<file path="config.mk">
export PLATFORM = sky130hd
export DESIGN_NAME = irq_take_unit
export DESIGN_NICKNAME = d
export VERILOG_FILES = /design/src/rtl/irq_sel_pkg.sv /design/src/rtl/irq_src_regs.sv /design/src/rtl/irq_domain_gate.sv /design/src/rtl/irq_lowest_pick.sv /design/src/rtl/irq_take_unit.sv
export SDC_FILE = /design/constraint.sdc
export NUM_CORES = 1
export LEC_CHECK = 0
export ABC_AREA = 1
export BUFFER_PORTS_ARGS = -buffer_cell sky130_fd_sc_hd__buf_2
export CORE_ASPECT_RATIO = 0.8
export CORE_MARGIN = 2
export CORE_UTILIZATION = 37
export DETAILED_ROUTE_END_ITERATION = 16
export HOLD_SLACK_MARGIN = 0.05
export PLACE_DENSITY_LB_ADDON = 0.05
export SYNTH_ARGS = -nofsm -noshare
export SYNTH_HDL_FRONTEND = slang
export SYNTH_SLANG_ARGS = --single-unit
</file>
<file path="constraint.sdc">
create_clock -name clk -period 1.1 [get_ports clk]
set_input_delay 0 -clock clk [delete_from_list [all_inputs] [get_ports clk]]
set_output_delay 0 -clock clk [all_outputs]
set_load 0.02 [all_outputs]
</file>
<file path="src/rtl/irq_sel_pkg.sv">
package irq_sel_pkg;

  typedef enum logic [1:0] {
    PRIV_USER  = 2'd0,
    PRIV_SUPV  = 2'd1,
    PRIV_RSVD  = 2'd2,
    PRIV_MACH  = 2'd3
  } priv_e;

  typedef enum logic [1:0] {
    TGT_PEND  = 2'd0,
    TGT_ENAB  = 2'd1,
    TGT_DELEG = 2'd2,
    TGT_NONE  = 2'd3
  } csr_tgt_e;

  localparam int unsigned POS_SSW = 1;
  localparam int unsigned POS_MSW = 3;
  localparam int unsigned POS_STM = 5;
  localparam int unsigned POS_MTM = 7;
  localparam int unsigned POS_SEX = 9;

endpackage

</file>
<file path="src/rtl/irq_src_regs.sv">
module irq_src_regs
  import irq_sel_pkg::*;
#(
  parameter int unsigned NIRQ    = 16,
  parameter int unsigned COP_BIT = 12,
  parameter int unsigned ADDR_W  = 12
) (
  input  logic              clk,
  input  logic              rst_n,
  input  logic              csr_we,
  input  csr_tgt_e          csr_tgt,
  input  logic [NIRQ-1:0]   csr_wdata,
  input  logic              st_we,
  input  logic [ADDR_W-1:0] st_addr,
  input  logic              st_bit,
  input  logic              line_mtimer,
  input  logic              line_sext,
  input  logic              line_cop,
  output logic [NIRQ-1:0]   pend,
  output logic [NIRQ-1:0]   enab,
  output logic [NIRQ-1:0]   deleg
);

  localparam logic [NIRQ-1:0] ONE       = {{(NIRQ-1){1'b0}}, 1'b1};
  localparam logic [NIRQ-1:0] M_SSW     = ONE << POS_SSW;
  localparam logic [NIRQ-1:0] M_MSW     = ONE << POS_MSW;
  localparam logic [NIRQ-1:0] M_STM     = ONE << POS_STM;
  localparam logic [NIRQ-1:0] M_MTM     = ONE << POS_MTM;
  localparam logic [NIRQ-1:0] M_SEX     = ONE << POS_SEX;
  localparam logic [NIRQ-1:0] M_COP     = ONE << COP_BIT;
  localparam logic [NIRQ-1:0] DLG_MASK  = M_SSW | M_STM | M_SEX | M_COP;
  localparam logic [NIRQ-1:0] ENB_MASK  = DLG_MASK | M_MSW | M_MTM;
  localparam logic [NIRQ-1:0] SWP_MASK  = M_SSW | M_STM;

  logic [NIRQ-1:0] swp_q, swp_d;
  logic            msw_q, msw_d;
  logic [NIRQ-1:0] enab_q, enab_d;
  logic [NIRQ-1:0] deleg_q, deleg_d;
  logic            swp_en, enab_en, deleg_en, msw_en;

  always_comb begin
    swp_en   = csr_we && (csr_tgt == TGT_PEND);
    enab_en  = csr_we && (csr_tgt == TGT_ENAB);
    deleg_en = csr_we && (csr_tgt == TGT_DELEG);
    msw_en   = st_we && (st_addr == '0);
    swp_d    = csr_wdata & SWP_MASK;
    enab_d   = csr_wdata & ENB_MASK;
    deleg_d  = csr_wdata & DLG_MASK;
    msw_d    = st_bit;
  end

  always_ff @(posedge clk or negedge rst_n) begin
    if (!rst_n) begin
      swp_q   <= '0;
      msw_q   <= 1'b0;
      enab_q  <= '0;
      deleg_q <= '0;
    end else begin
      if (swp_en)   swp_q   <= swp_d;
      if (msw_en)   msw_q   <= msw_d;
      if (enab_en)  enab_q  <= enab_d;
      if (deleg_en) deleg_q <= deleg_d;
    end
  end

  always_comb begin
    pend = swp_q;
    pend[POS_MSW] = msw_q;
    pend[POS_MTM] = line_mtimer;
    pend[POS_SEX] = line_sext;
    pend[COP_BIT] = line_cop;
    enab  = enab_q;
    deleg = deleg_q;
  end

  AST_SWP_HOLD: assert property (@(posedge clk) disable iff (!rst_n)
    !(csr_we && csr_tgt == TGT_PEND) |=> $stable(swp_q));
  AST_ENAB_HOLD: assert property (@(posedge clk) disable iff (!rst_n)
    !(csr_we && csr_tgt == TGT_ENAB) |=> $stable(enab));
  AST_DELEG_HOLD: assert property (@(posedge clk) disable iff (!rst_n)
    !(csr_we && csr_tgt == TGT_DELEG) |=> $stable(deleg));
  AST_MSW_STORE: assert property (@(posedge clk) disable iff (!rst_n)
    (st_we && st_addr == '0) |=> (pend[POS_MSW] == $past(st_bit)));
  AST_MSW_OTHER: assert property (@(posedge clk) disable iff (!rst_n)
    !(st_we && st_addr == '0) |=> $stable(msw_q));

endmodule

</file>
<file path="src/rtl/irq_domain_gate.sv">
module irq_domain_gate
  import irq_sel_pkg::*;
#(
  parameter int unsigned NIRQ = 16
) (
  input  priv_e           priv,
  input  logic            m_gie,
  input  logic            s_gie,
  input  logic [NIRQ-1:0] pend,
  input  logic [NIRQ-1:0] enab,
  input  logic [NIRQ-1:0] deleg,
  output logic [NIRQ-1:0] elig
);

  logic            m_open, s_open, below_s;
  logic [NIRQ-1:0] cand;

  always_comb begin
    below_s = (priv == PRIV_USER) || (priv == PRIV_RSVD);
    m_open  = (priv != PRIV_MACH) || m_gie;
    s_open  = below_s || ((priv == PRIV_SUPV) && s_gie);
    cand    = pend & enab;
    elig    = (cand & ~deleg & {NIRQ{m_open}})
            | (cand &  deleg & {NIRQ{s_open}});
  end

endmodule

</file>
<file path="src/rtl/irq_lowest_pick.sv">
module irq_lowest_pick #(
  parameter int unsigned NIRQ  = 16,
  parameter int unsigned IDX_W = $clog2(NIRQ)
) (
  input  logic [NIRQ-1:0]  elig,
  output logic             found,
  output logic [IDX_W-1:0] idx
);

  always_comb begin
    found = 1'b0;
    idx   = '0;
    for (int i = NIRQ - 1; i >= 0; i--) begin
      if (elig[i]) begin
        found = 1'b1;
        idx   = IDX_W'(i);
      end
    end
  end

endmodule

</file>
<file path="src/rtl/irq_take_unit.sv">
module irq_take_unit
  import irq_sel_pkg::*;
#(
  parameter int unsigned XLEN    = 32,
  parameter int unsigned NIRQ    = 16,
  parameter int unsigned COP_BIT = 12,
  parameter int unsigned ADDR_W  = 12
) (
  input  logic              clk,
  input  logic              rst_n,
  input  logic [1:0]        priv_i,
  input  logic              m_gie_i,
  input  logic              s_gie_i,
  input  logic              line_mtimer_i,
  input  logic              line_sext_i,
  input  logic              line_cop_i,
  input  logic              csr_we_i,
  input  logic [1:0]        csr_tgt_i,
  input  logic [NIRQ-1:0]   csr_wdata_i,
  input  logic              sw_st_we_i,
  input  logic [ADDR_W-1:0] sw_st_addr_i,
  input  logic              sw_st_bit_i,
  input  logic              insn_boundary_i,
  output logic [NIRQ-1:0]   pend_o,
  output logic [NIRQ-1:0]   enab_o,
  output logic [NIRQ-1:0]   deleg_o,
  output logic              take_o,
  output logic [XLEN-1:0]   cause_o
);

  localparam int unsigned IDX_W = $clog2(NIRQ);

  logic [NIRQ-1:0]  pend_w, enab_w, deleg_w, elig_w;
  logic             found_w;
  logic [IDX_W-1:0] idx_w;
  priv_e            priv_w;

  assign priv_w = priv_e'(priv_i);

  irq_src_regs #(
    .NIRQ(NIRQ), .COP_BIT(COP_BIT), .ADDR_W(ADDR_W)
  ) u_regs (
    .clk(clk), .rst_n(rst_n),
    .csr_we(csr_we_i), .csr_tgt(csr_tgt_e'(csr_tgt_i)), .csr_wdata(csr_wdata_i),
    .st_we(sw_st_we_i), .st_addr(sw_st_addr_i), .st_bit(sw_st_bit_i),
    .line_mtimer(line_mtimer_i), .line_sext(line_sext_i), .line_cop(line_cop_i),
    .pend(pend_w), .enab(enab_w), .deleg(deleg_w)
  );

  irq_domain_gate #(.NIRQ(NIRQ)) u_gate (
    .priv(priv_w), .m_gie(m_gie_i), .s_gie(s_gie_i),
    .pend(pend_w), .enab(enab_w), .deleg(deleg_w), .elig(elig_w)
  );

  irq_lowest_pick #(.NIRQ(NIRQ), .IDX_W(IDX_W)) u_pick (
    .elig(elig_w), .found(found_w), .idx(idx_w)
  );

  always_comb begin
    take_o  = found_w && insn_boundary_i;
    cause_o = '0;
    if (take_o) begin
      cause_o[XLEN-1]    = 1'b1;
      cause_o[IDX_W-1:0] = idx_w;
    end
    pend_o  = pend_w;
    enab_o  = enab_w;
    deleg_o = deleg_w;
  end

  AST_TAKE_IS_CAND: assert property (@(posedge clk) disable iff (!rst_n)
    take_o |-> (pend_w[cause_o[IDX_W-1:0]] && enab_w[cause_o[IDX_W-1:0]]));
  AST_CAUSE_FLAG: assert property (@(posedge clk) disable iff (!rst_n)
    take_o |-> (cause_o[XLEN-1] && (cause_o[XLEN-2:IDX_W] == '0)));
  AST_NO_M_MASKED: assert property (@(posedge clk) disable iff (!rst_n)
    !(take_o && priv_w == PRIV_MACH && !m_gie_i));
  AST_NO_DELEG_IN_M: assert property (@(posedge clk) disable iff (!rst_n)
    (take_o && priv_w == PRIV_MACH) |-> !deleg_w[cause_o[IDX_W-1:0]]);
  AST_BOUNDARY_ONLY: assert property (@(posedge clk) disable iff (!rst_n)
    take_o |-> insn_boundary_i);

endmodule

</file>
# Word level (Yosys, flattened, before mapping)
# Index checks and enable logic that the tools add are counted.
# totals
regBits,13
input_bits,43
output_inout_bits,81
# op_classes
n_eq_ne,5
n_mux,34
n_bitwise,7
n_reduce_logical,12
# op_table
cell,n
4-bit 2-to-1 mux,17
16-bit bitwise AND,3
1-bit 2-to-1 mux,17
16-bit by 13-bit bitwise AND with 16-bit output,1
13-bit NOT with 16-bit output,1
16-bit bitwise OR,1
13-bit bitwise AND,1
12-bit logical NOT,1
1-bit logical AND,6
"2-bit by 1-bit equality test with 1-bit output, second input constant",2
"2-bit equality test, second input constant",2
2-bit logical NOT,2
1-bit logical OR,3
"2-bit != test, second input constant",1

# Depth between registers and ports, before layout
# Gate-level depths: netlist of run 1.
# logic_depth
depth_word,23
ltp_mapped,10
ltp_nobuf,9

# By module
# Synthesis of run 1 repeated with hierarchy kept, for this count alone.
# hier_totals
cells_unflattened,311
area_unflattened_um2,1771.7
# by_module_without_submodules
module,n_inst,cells_per_inst,area_per_inst_um2,seq_area_each_um2
irq_src_regs,1,104,835.8,325.3
irq_domain_gate,1,119,473.0,0.0
irq_take_unit,1,39,254.0,0.0
irq_lowest_pick,1,49,209.0,0.0

# Least setup slack after synthesis of run 1
# OpenSTA, ideal clock, no wires.
# synth_timing
path_type,register to output
from,reg u_regs.deleg_q[9] (netlist: u_regs.deleg[9])
to,out cause_o[31]
arrival_time_ns,1.293
required_time_ns,1.100
slack_ns,-0.193
stages_incl_launch_ff,10
path_cell_list,dfrtp_1 -> inv_1 -> nor2_1 -> nand2_1 -> nand2_1 -> nor2_2 -> nand2_1 -> nand2_2 -> inv_1 -> buf_4
# synth_via
elab_chain_len,16
word_cells_on_any_way,18
classes_between,mux (11); bitwise (6); reduce/logical (1)
# synth_lines
element,line_no,rtl
"start, declared",irq_src_regs.sv:38,"logic [NIRQ-1:0] deleg_q, deleg_d;"
"start signal, assigned",irq_src_regs.sv:62,if (deleg_en) deleg_q <= deleg_d;
13-bit NOT with 16-bit output,irq_domain_gate.sv:23,elig = (cand & ~deleg & {NIRQ{m_open}})
16-bit bitwise AND (2 in a row),irq_domain_gate.sv:23,
16-bit bitwise OR (*),irq_domain_gate.sv:24,| (cand & deleg & {NIRQ{s_open}});
1-bit 2-to-1 mux (*) (10 in a row),irq_lowest_pick.sv:14,if (elig[i]) begin
1-bit logical AND (*),irq_take_unit.sv:60,take_o = found_w && insn_boundary_i;
named net take_o,irq_take_unit.sv:27,"output logic take_o,"
1-bit 2-to-1 mux (*),irq_take_unit.sv:62,if (take_o) begin
"end, declared",irq_take_unit.sv:28,output logic [XLEN-1:0] cause_o
# Mark *: on every way through the listed nets, which the timed path passes. The rest lies on a longest branch.

# Worst setup path in the final report of run 1
# layout_timing
from,reg u_regs.swp_q[5]
to,out cause_o[1]
# layout_via
elab_chain_len,12
word_cells_on_any_way,20
classes_between,mux (13); bitwise (6); reduce/logical (1)
# layout_lines
element,line_no,rtl
"start, declared",irq_src_regs.sv:35,"logic [NIRQ-1:0] swp_q, swp_d;"
"start signal, assigned",irq_src_regs.sv:59,if (swp_en) swp_q <= swp_d;
13-bit bitwise AND (*),irq_domain_gate.sv:22,cand = pend & enab;
16-bit bitwise AND or 16-bit by 13-bit bitwise AND with 16-bit output (tied branches),"irq_domain_gate.sv:23, irq_domain_gate.sv:24",
"16-bit bitwise AND, on equally long branches","irq_domain_gate.sv:23, irq_domain_gate.sv:24",
16-bit bitwise OR (*),irq_domain_gate.sv:24,
1-bit 2-to-1 mux (6 in a row),irq_lowest_pick.sv:14,
1-bit logical AND,irq_take_unit.sv:60,
4-bit 2-to-1 mux (*),irq_take_unit.sv:62,
# Mark *: on every way between the ends. The rest lies on a longest branch, timed or not.

==> metrics.log, run 1 <==
[metrics] number of DRC markers in iteration 0: 26
[metrics] horizontal extent of the die: 71 µm
[metrics] routing layer with the top usage in global route: met2
[metrics] class of the worst hold path: in2reg
[metrics] Clock Pin Slew Worst Setup and Hold Paths: 0.06 ns
[metrics] placed insts: 292
[metrics] maximum clock frequency: 718 MHz
[metrics] min cycle time layout: 1.39 ns
[metrics] average wire length per cell after detail routing: 7.84 µm
[metrics] top cell family by delay on the critical path: flip-flops
[metrics] combinational cell fraction of total power: 50.7%
[metrics] GPL Wtd Cong: 0.721
[metrics] post-DR vias/cell: 3.61
[metrics] clock buffers created by TritonCTS: 3
[metrics] DRC violation count after routing: 0
[metrics] number of levels in the clock H-tree: 1
[metrics] full die area: 0.00409 mm²
[metrics] register-to-register setup slack: 0.19 ns
[metrics] vias in the first global route: 945
[metrics] wire length of the first global-routing pass: 3.89 mm
[metrics] Post-Syn Area: 0.00133 mm²
[metrics] initial antenna violation count: 0
[metrics] clock tree from TritonCTS: done
[metrics] clock skew after layout: 0 ns
[metrics] cell depth of the worst hold path: 5
[metrics] number of buffers added on ports: 54
[metrics] Bufs and invs on worst path: 2
[metrics] part of the Yosys area used for sequential elements: 24.5%
[metrics] post-synthesis average cell area: 7.11 µm²
[metrics] Total Power Consumption: 2090 µW
[metrics] Unique masters post-synth: 21
[metrics] crit path DAT: 1.39 ns
[metrics] R2R Path End: u_regs.deleg[5]$_DFFE_PN0P_
[metrics] Ports: 124
[metrics] fin cells: 312
[metrics] maximum number of pins on one net before global-route repair: 14
[metrics] Peak VDD IR: 760 µV
[metrics] gate count after technology mapping: 187
[metrics] status: complete, but fails checks
[metrics] ratio of final minimum period to clock period: 127%
[metrics] sum of routed wire length over all layers: 2.45 mm
[metrics] met2 capacity usage during global routing: 17.8%
[metrics] met3 global-route usage: 2.30%
[metrics] Pwr Density: 1180 mW/mm²
[metrics] internal cell power: 1250 µW
[metrics] origin of the critical flop-to-flop path: u_regs.deleg[5]$_DFFE_PN0P_
[metrics] clock latency of the later-clocked register in the worst-skew pair: 0.24 ns
[metrics] vias after detailed routing: 1,126
[metrics] FF+latch area: 337 µm²
[metrics] Fin Setup TNS: -1.66 ns
[metrics] leakage power of the design: 0.00108 µW
[metrics] maximum buffer depth of the clock tree: 2
[metrics] switching part of the total power: 40.3%
[metrics] number of hold violations in the final report: 0
[metrics] proportion of power drawn by the clock network: 20.2%
[metrics] cell row count: 19
[metrics] chip height: 57.6 µm
[metrics] startpoint class of the critical path: flop
[metrics] delay of the slowest cell on the worst path: 0.36 ns
[metrics] Clock Sink Count: 13
[metrics] Max-cap violations: 0
[metrics] Sequential Power Share: 29.1%
[metrics] crit-path max FO: 2
[metrics] ordered cell list for the critical path: nand2_2, nor2_1, nand2_1, buf_4, nand2_2, nor2_2, o21bai_1, nor2_2, buf_6
[metrics] area used by multi-input combinational logic: 701 µm²
[metrics] hold path startpoint: sw_st_addr_i[0]
[metrics] n_diodes: 0
[metrics] initial core utilization: 38.5%
[metrics] GRT Total Usage: 11.7%
[metrics] violated checks: negative setup slack
[metrics] first-pass iteration count of the detailed router: 4
[metrics] count of warnings emitted by yosys: 0
[metrics] placeable core area: 0.00345 mm²
[metrics] Worst Path Required: 1.10 ns
[metrics] Root Buffer: clkbuf_8
[metrics] unrepaired setup endpoints after global routing: true
[metrics] GR Layer Usage met1: 16.9%
[metrics] count of final max-slew check failures: 0
[metrics] Worst Reg2Reg Path Length in Cells: 4
[metrics] FILL cells: 361
[metrics] slowest cell on the critical path: dfrtp_2
[metrics] worst setup path category: reg2out
[metrics] post-layout worst setup margin: -0.293 ns
[metrics] endpoint with the worst hold slack: u_regs.msw_q$_DFFE_PN0P_
[metrics] post-route ant nets: 0
[metrics] power dissipated by switching net loads: 842 µW
[metrics] placed wire-length estimate after detailed placement: 2.08 mm
[metrics] total overflow reported by the global router: 0
[metrics] Finish-stage setup viols: 6
[metrics] fraction of final layout cells sized beyond drive strength 1: 44.8%
[metrics] layout-stage area growth over the synthesis result: 33.1%
[metrics] number of nets in the final layout: 314
[metrics] flop and latch count out of synthesis: 13
[metrics] endpoint type of the worst setup path: primary output
==> routing by layer <==
metal / wire length [µm] / share of wire [%] / vias up
met4: 0 / 0 / 0
li1: - / - / 612
met5: 0 / 0 / -
met1: 1190 / 49 / 460
met3: 189 / 7.7 / 0
met2: 1060 / 43 / 54
==> logic make-up after synthesis <==
| kind of cell | synth area share, % |
|---|---|
| multiplexers | 1.69 |
| flip-flops | 24.5 |
| other | 0.282 |
| AND/OR/NAND/NOR | 26.5 |
| AO/OA/AOI/OAI | 5.27 |
| buffers and inverters | 41.8 |
==> how the worst max path moves through the flow <==
| stage | startpoint | to | cells past startpoint |
|---|---|---|---|
| after global routing | u_regs.swp_q[5]$_DFFE_PN0P_ | cause_o[1] | 9 |
| after detailed placement | u_regs.enab[12]$_DFFE_PN0P_ | cause_o[1] | 9 |
| final | u_regs.swp_q[5]$_DFFE_PN0P_ | cause_o[1] | 9 |
| after CTS | u_regs.enab[5]$_DFFE_PN0P_ | cause_o[1] | 9 |
| after floorplan | u_regs.enab[12]$_DFFE_PN0P_ | cause_o[31] | 9 |
| after global placement | u_regs.enab[12]$_DFFE_PN0P_ | cause_o[1] | 9 |
==> cell type report <==
type | count | area share (%)
clock buffer | 4 | 2.55
inverter | 20 | 4.38
multi-input combinational | 148 | 39.6
sequential | 13 | 19.0
tap | 42 | 2.97
timing repair buffer | 85 | 31.5
==> power groups by stage <==
stage | registers [µW] | clock network, µW | logic, µW
CTS | 611 | 431 | 1030
floorplan | 718 | 0 | 654
finish | 609 | 422 | 1060
detailed placement | 615 | 0 | 917
global route | 617 | 450 | 1160
global placement | 616 | 0 | 920
==> tightest hold or removal path: stages <==
cell      delay (ns)
buf_2           0.07
nor3_1          0.05
nand3b_1        0.07
nand2_1         0.05
inv_1           0.04
==> registers in the layout, summed over array words and instances, names as in the netlist <==
signal	flops
u_regs.enab	6
u_regs.deleg	4
u_regs.swp_q	2
u_regs.msw_q	1
==> through the flow <==
stage	setup WS (ns)	cell area, µm²	utilization, %	hold WS, ns
2_1_floorplan	-0.0928	1570	-	-0.296
3_3_place_gp	-0.0802	1520	44.2	-0.0894
6_report	-0.293	1770	51.3	0.0817
3_5_place_dp	-0.0931	1520	44.2	-0.0928
5_1_grt	-0.396	1770	51.3	0.108
4_1_cts	-0.325	1730	50.2	0.0789
==> synth_stat cells, drive strengths merged <==
cell type / instances / area (µm²)
a21o: 1 / 7.51
buf: 64 / 480
conb: 1 / 3.75
dfrtp: 13 / 325
inv: 20 / 75.1
mux2: 2 / 22.5
nand2: 42 / 178
nand3: 10 / 67.6
nand3b: 1 / 7.51
nor2: 19 / 81.3
nor3: 1 / 5.00
nor3b: 1 / 12.5
o21ai: 11 / 55.1
o21bai: 1 / 7.51
==> placed cells by master, fill, tap and decap left out, types with 2 or more instances in the layout <==
| master | n |
|---|---|
| buf_2 | 48 |
| inv_1 | 16 |
| dfrtp_2 | 9 |
| nand2_2 | 15 |
| inv_2 | 3 |
| dfrtp_1 | 4 |
| nand3_1 | 7 |
| nor2_2 | 6 |
| clkbuf_8 | 3 |
| nand3_2 | 2 |
| nand2_1 | 27 |
| o21ai_0 | 10 |
| buf_6 | 5 |
| mux2_2 | 2 |
| dlygate4sd3_1 | 8 |
| buf_4 | 24 |
| nor2_1 | 12 |
| conb_1 | 59 |
==> repair_timing <==
action | in CTS | in global routing
cloned | 0 | 0
resized for setup | 17 | 5
endpoints found under the setup margin | 6 | 6
hold buffers | 8 | 0
endpoints found under the hold margin | 22 | 0
pin swaps | 8 | 10
setup buffers | 5 | 3
Power figures use the tool's default switching activity.
==> inputs of run 2 (changes only) <==
REMOVE_ABC_BUFFERS = 1   (was not set)
clock period = 1.3 ns   (was 1.1 ns; I/O delays follow)
==> run 2 against run 1 <==
  * Critical path depth decreased by 1
  * The run still ends with negative setup slack left
  * Utilization shrank 4.9 points
  * Critical path type unchanged
  * Die area is the same
  * Register-to-register slack better by 0.31 ns
  * Highest routed layer unchanged
  * First-iteration DRC count fell by 35%
  * Setup slack better by 0.19 ns
  * Non-clock buffer count decreased by 19
  * Hold slack lost 0.016 ns
  * Final cell count down 6.1%
==> metrics.log, run 2 (synthesis results as in run 1) <==
[metrics] vias after detailed routing: 1,071 (-4.9%)
[metrics] placed wire-length estimate after detailed placement: 2.01 mm (-3.2%)
[metrics] GPL Wtd Cong: 0.676 (-6.3%)
[metrics] initial core utilization: 38.5% (unchanged)
[metrics] leakage power of the design: 0.000996 µW (-8.0%)
[metrics] Cell Area, Placed: 0.00140 mm² (-8.3%)
[metrics] Sequential Power Share: 31.7% (+2.6 points)
[metrics] Pwr Density: 1020 mW/mm² (-13%)
[metrics] register-to-register setup slack: 0.50 ns (+0.31 ns)
[metrics] Worst Reg2Reg Path Length in Cells: 3 (-1)
[metrics] number of DRC markers in iteration 0: 17 (-35%)
[metrics] Fin Setup TNS: -0.437 ns (+1.22 ns)
[metrics] Finish-stage setup viols: 6 (unchanged)
[metrics] placeable core area: 0.00345 mm² (unchanged)
[metrics] number of nets in the final layout: 295 (-6.1%)
[metrics] FILL cells: 352 (-2.5%)
[metrics] clock latency of the later-clocked register in the worst-skew pair: 0.23 ns (about the same)
[metrics] startpoint class of the critical path: flop
[metrics] crit path DAT: 1.40 ns (about the same)
[metrics] average wire length per cell after detail routing: 8.08 µm (+3.0%)
[metrics] slowest cell on the critical path: dfrtp_1
[metrics] clock buffers created by TritonCTS: 3 (unchanged)
[metrics] post-layout worst setup margin: -0.102 ns (+0.192 ns)
[metrics] proportion of power drawn by the clock network: 21.4% (+1.2 points)
[metrics] endpoint with the worst hold slack: u_regs.swp_q[5]$_DFFE_PN0P_
[metrics] maximum buffer depth of the clock tree: 2 (unchanged)
[metrics] status: complete, but fails checks
[metrics] total non-filler cell area in the finished layout: 0.00160 mm² (-9.6%)
[metrics] clock skew after layout: 0 ns (unchanged)
[metrics] maximum clock frequency: 713 MHz
[metrics] leading cell type in the layout, fill and taps excluded: conb_1
[metrics] number of buffers added on ports: 54 (unchanged)
[metrics] violated checks: negative setup slack
[metrics] commonest non-fill, non-tap cells in the layout: 59 x conb_1, 48 x buf_2, 27 x nand2_1
[metrics] ratio of final minimum period to clock period: 108%
[metrics] unrepaired setup endpoints after global routing: true
[metrics] vias in the first global route: 879 (-7.0%)
[metrics] Bufs and invs on worst path: 1 (-1)
[metrics] count of final max-slew check failures: 0 (unchanged)
[metrics] clock tree from TritonCTS: done
[metrics] GRT Total Usage: 11.5% (-0.15 points)
[metrics] horizontal extent of the die: 71 µm (unchanged)
[metrics] origin of the critical flop-to-flop path: u_regs.enab[1]$_DFFE_PN0P_
[metrics] combinational cell fraction of total power: 46.9% (-3.8 points)
[metrics] DRC violation count after routing: 0 (unchanged)
[metrics] worst setup path category: reg2out
[metrics] full die area: 0.00409 mm² (unchanged)
[metrics] CP dominant cell by count: nand2_2
[metrics] R2R Path End: u_regs.enab[1]$_DFFE_PN0P_
[metrics] Ports: 124 (unchanged)
[metrics] number of hold violations in the final report: 0 (unchanged)
[metrics] power dissipated by switching net loads: 682 µW (-19%)
[metrics] min cycle time layout: 1.40 ns
[metrics] endpoint type of the worst setup path: primary output
[metrics] cell depth of the worst hold path: 3 (-2)
[metrics] top cell family by delay on the critical path: simple AND/OR/NAND/NOR gates
[metrics] class of the worst hold path: in2reg
[metrics] wire length of the first global-routing pass: 3.83 mm (-1.6%)
[metrics] Root Buffer: clkbuf_8
[metrics] post-route ant nets: 0 (unchanged)
[metrics] fraction of final layout cells sized beyond drive strength 1: 37.1% (-7.8 points)
[metrics] ordered cell list for the critical path: nand2_2, nor2_2, nand2_2, nand2_2, nor2_4, nand2_2, nor3b_2, buf_4
[metrics] Clock Pin Slew Worst Setup and Hold Paths: 0.05 ns (about the same)
[metrics] n_diodes: 0 (unchanged)
[metrics] number of levels in the clock H-tree: 1 (unchanged)
[metrics] Peak VDD IR: 649 µV (-15%)
[metrics] Crit. path cell count: 8 (-1)
[metrics] switching part of the total power: 41.7% (+1.4 points)
[metrics] crit-path max FO: 2 (unchanged)
[metrics] sum of routed wire length over all layers: 2.37 mm (-3.2%)
[metrics] Clock Sink Count: 13 (unchanged)
[metrics] layout-stage area growth over the synthesis result: 20.3%
[metrics] cell row count: 19 (unchanged)
[metrics] Total Power Consumption: 1640 µW (-22%)
[metrics] chip height: 57.6 µm (unchanged)
[metrics] Max-cap violations: 0 (unchanged)
[metrics] total overflow reported by the global router: 0 (unchanged)
[metrics] post-DR vias/cell: 3.66 (+1.3%)
[metrics] delay of the slowest cell on the worst path: 0.39 ns (+0.03 ns)
[metrics] max FFs per register: 6 (unchanged)
[metrics] internal cell power: 954 µW (-24%)
[metrics] Worst Path Required: 1.30 ns (+0.20 ns)
[metrics] maximum number of pins on one net before global-route repair: 14 (unchanged)
[metrics] hold path startpoint: csr_wdata_i[5]
[metrics] initial antenna violation count: 0 (unchanged)
[metrics] first-pass iteration count of the detailed router: 4 (unchanged)
[run 2: per-stage QoR]
step / hold slack [ns] / util [%] / cells / setup slack [ns]
after global placement: -0.0979 / 40.5 / 278 / 0.136
after CTS: 0.0646 / 44.8 / 290 / -0.114
final: 0.0656 / 46.4 / 293 / -0.102
after global routing: 0.0973 / 46.4 / 293 / -0.204
after detailed placement: -0.0985 / 40.5 / 278 / 0.121
after floorplan: -0.296 / - / 181 / 0.0513
[run 2: how the worst max path moves through the flow]
stage                       endpoint  slack [ns]                         from
final                     cause_o[3]       -0.10   u_regs.enab[1]$_DFFE_PN0P_
after global routing      cause_o[1]       -0.20  u_regs.deleg[5]$_DFFE_PN0P_
after CTS                 cause_o[1]       -0.11  u_regs.enab[12]$_DFFE_PN0P_
after detailed placement  cause_o[3]        0.12  u_regs.swp_q[1]$_DFFE_PN0P_
after global placement    cause_o[3]        0.14   u_regs.enab[1]$_DFFE_PN0P_
after floorplan           cause_o[1]        0.05  u_regs.deleg[9]$_DFFE_PN0P_
[run 2: what timing repair did]
action / 4_1_cts / 5_1_grt
cloned: 0 / 0
hold buffers: 6 / 0
endpoints found under the setup margin: 6 / 6
resized for setup: 11 / 12
setup buffers: 2 / 3
pin swaps: 4 / 5
endpoints found under the hold margin: 20 / 0
[run 2: final cells by class]
type	instances	area, µm²	share of cell area [%]
clock buffers	4	45.0	2.82
inverters	20	75.1	4.69
multi-input cells	148	699	43.7
flip-flops and latches	13	325	20.3
well taps	42	52.6	3.29
repair buffers	66	402	25.1
[run 2: power groups by stage]
| stage | Combinational, µW | Sequential (µW) | Clock (µW) |
|---|---|---|---|
| after floorplan | 378 | 597 | 0 |
| after global placement | 662 | 524 | 0 |
| final | 768 | 518 | 350 |
| after global routing | 850 | 530 | 381 |
| after CTS | 725 | 519 | 360 |
| after detailed placement | 663 | 524 | 0 |
[run 2: worst reg2reg max path, cell delays in order, from the launching register on]
cell     delay [ns]
dfrtp_1        0.39
buf_4          0.14
nand2_1        0.05
o21ai_0        0.09
[run 2: metal layers]
layer | part of all wire, % | global-route usage, % | vias to the layer above
li1 | - | - | 574
met1 | 46 | 16.2 | 442
met2 | 47 | 18.8 | 55
met3 | 7.0 | 1.24 | 0
met4 | 0 | 3.23 | 0
met5 | 0 | 0 | -
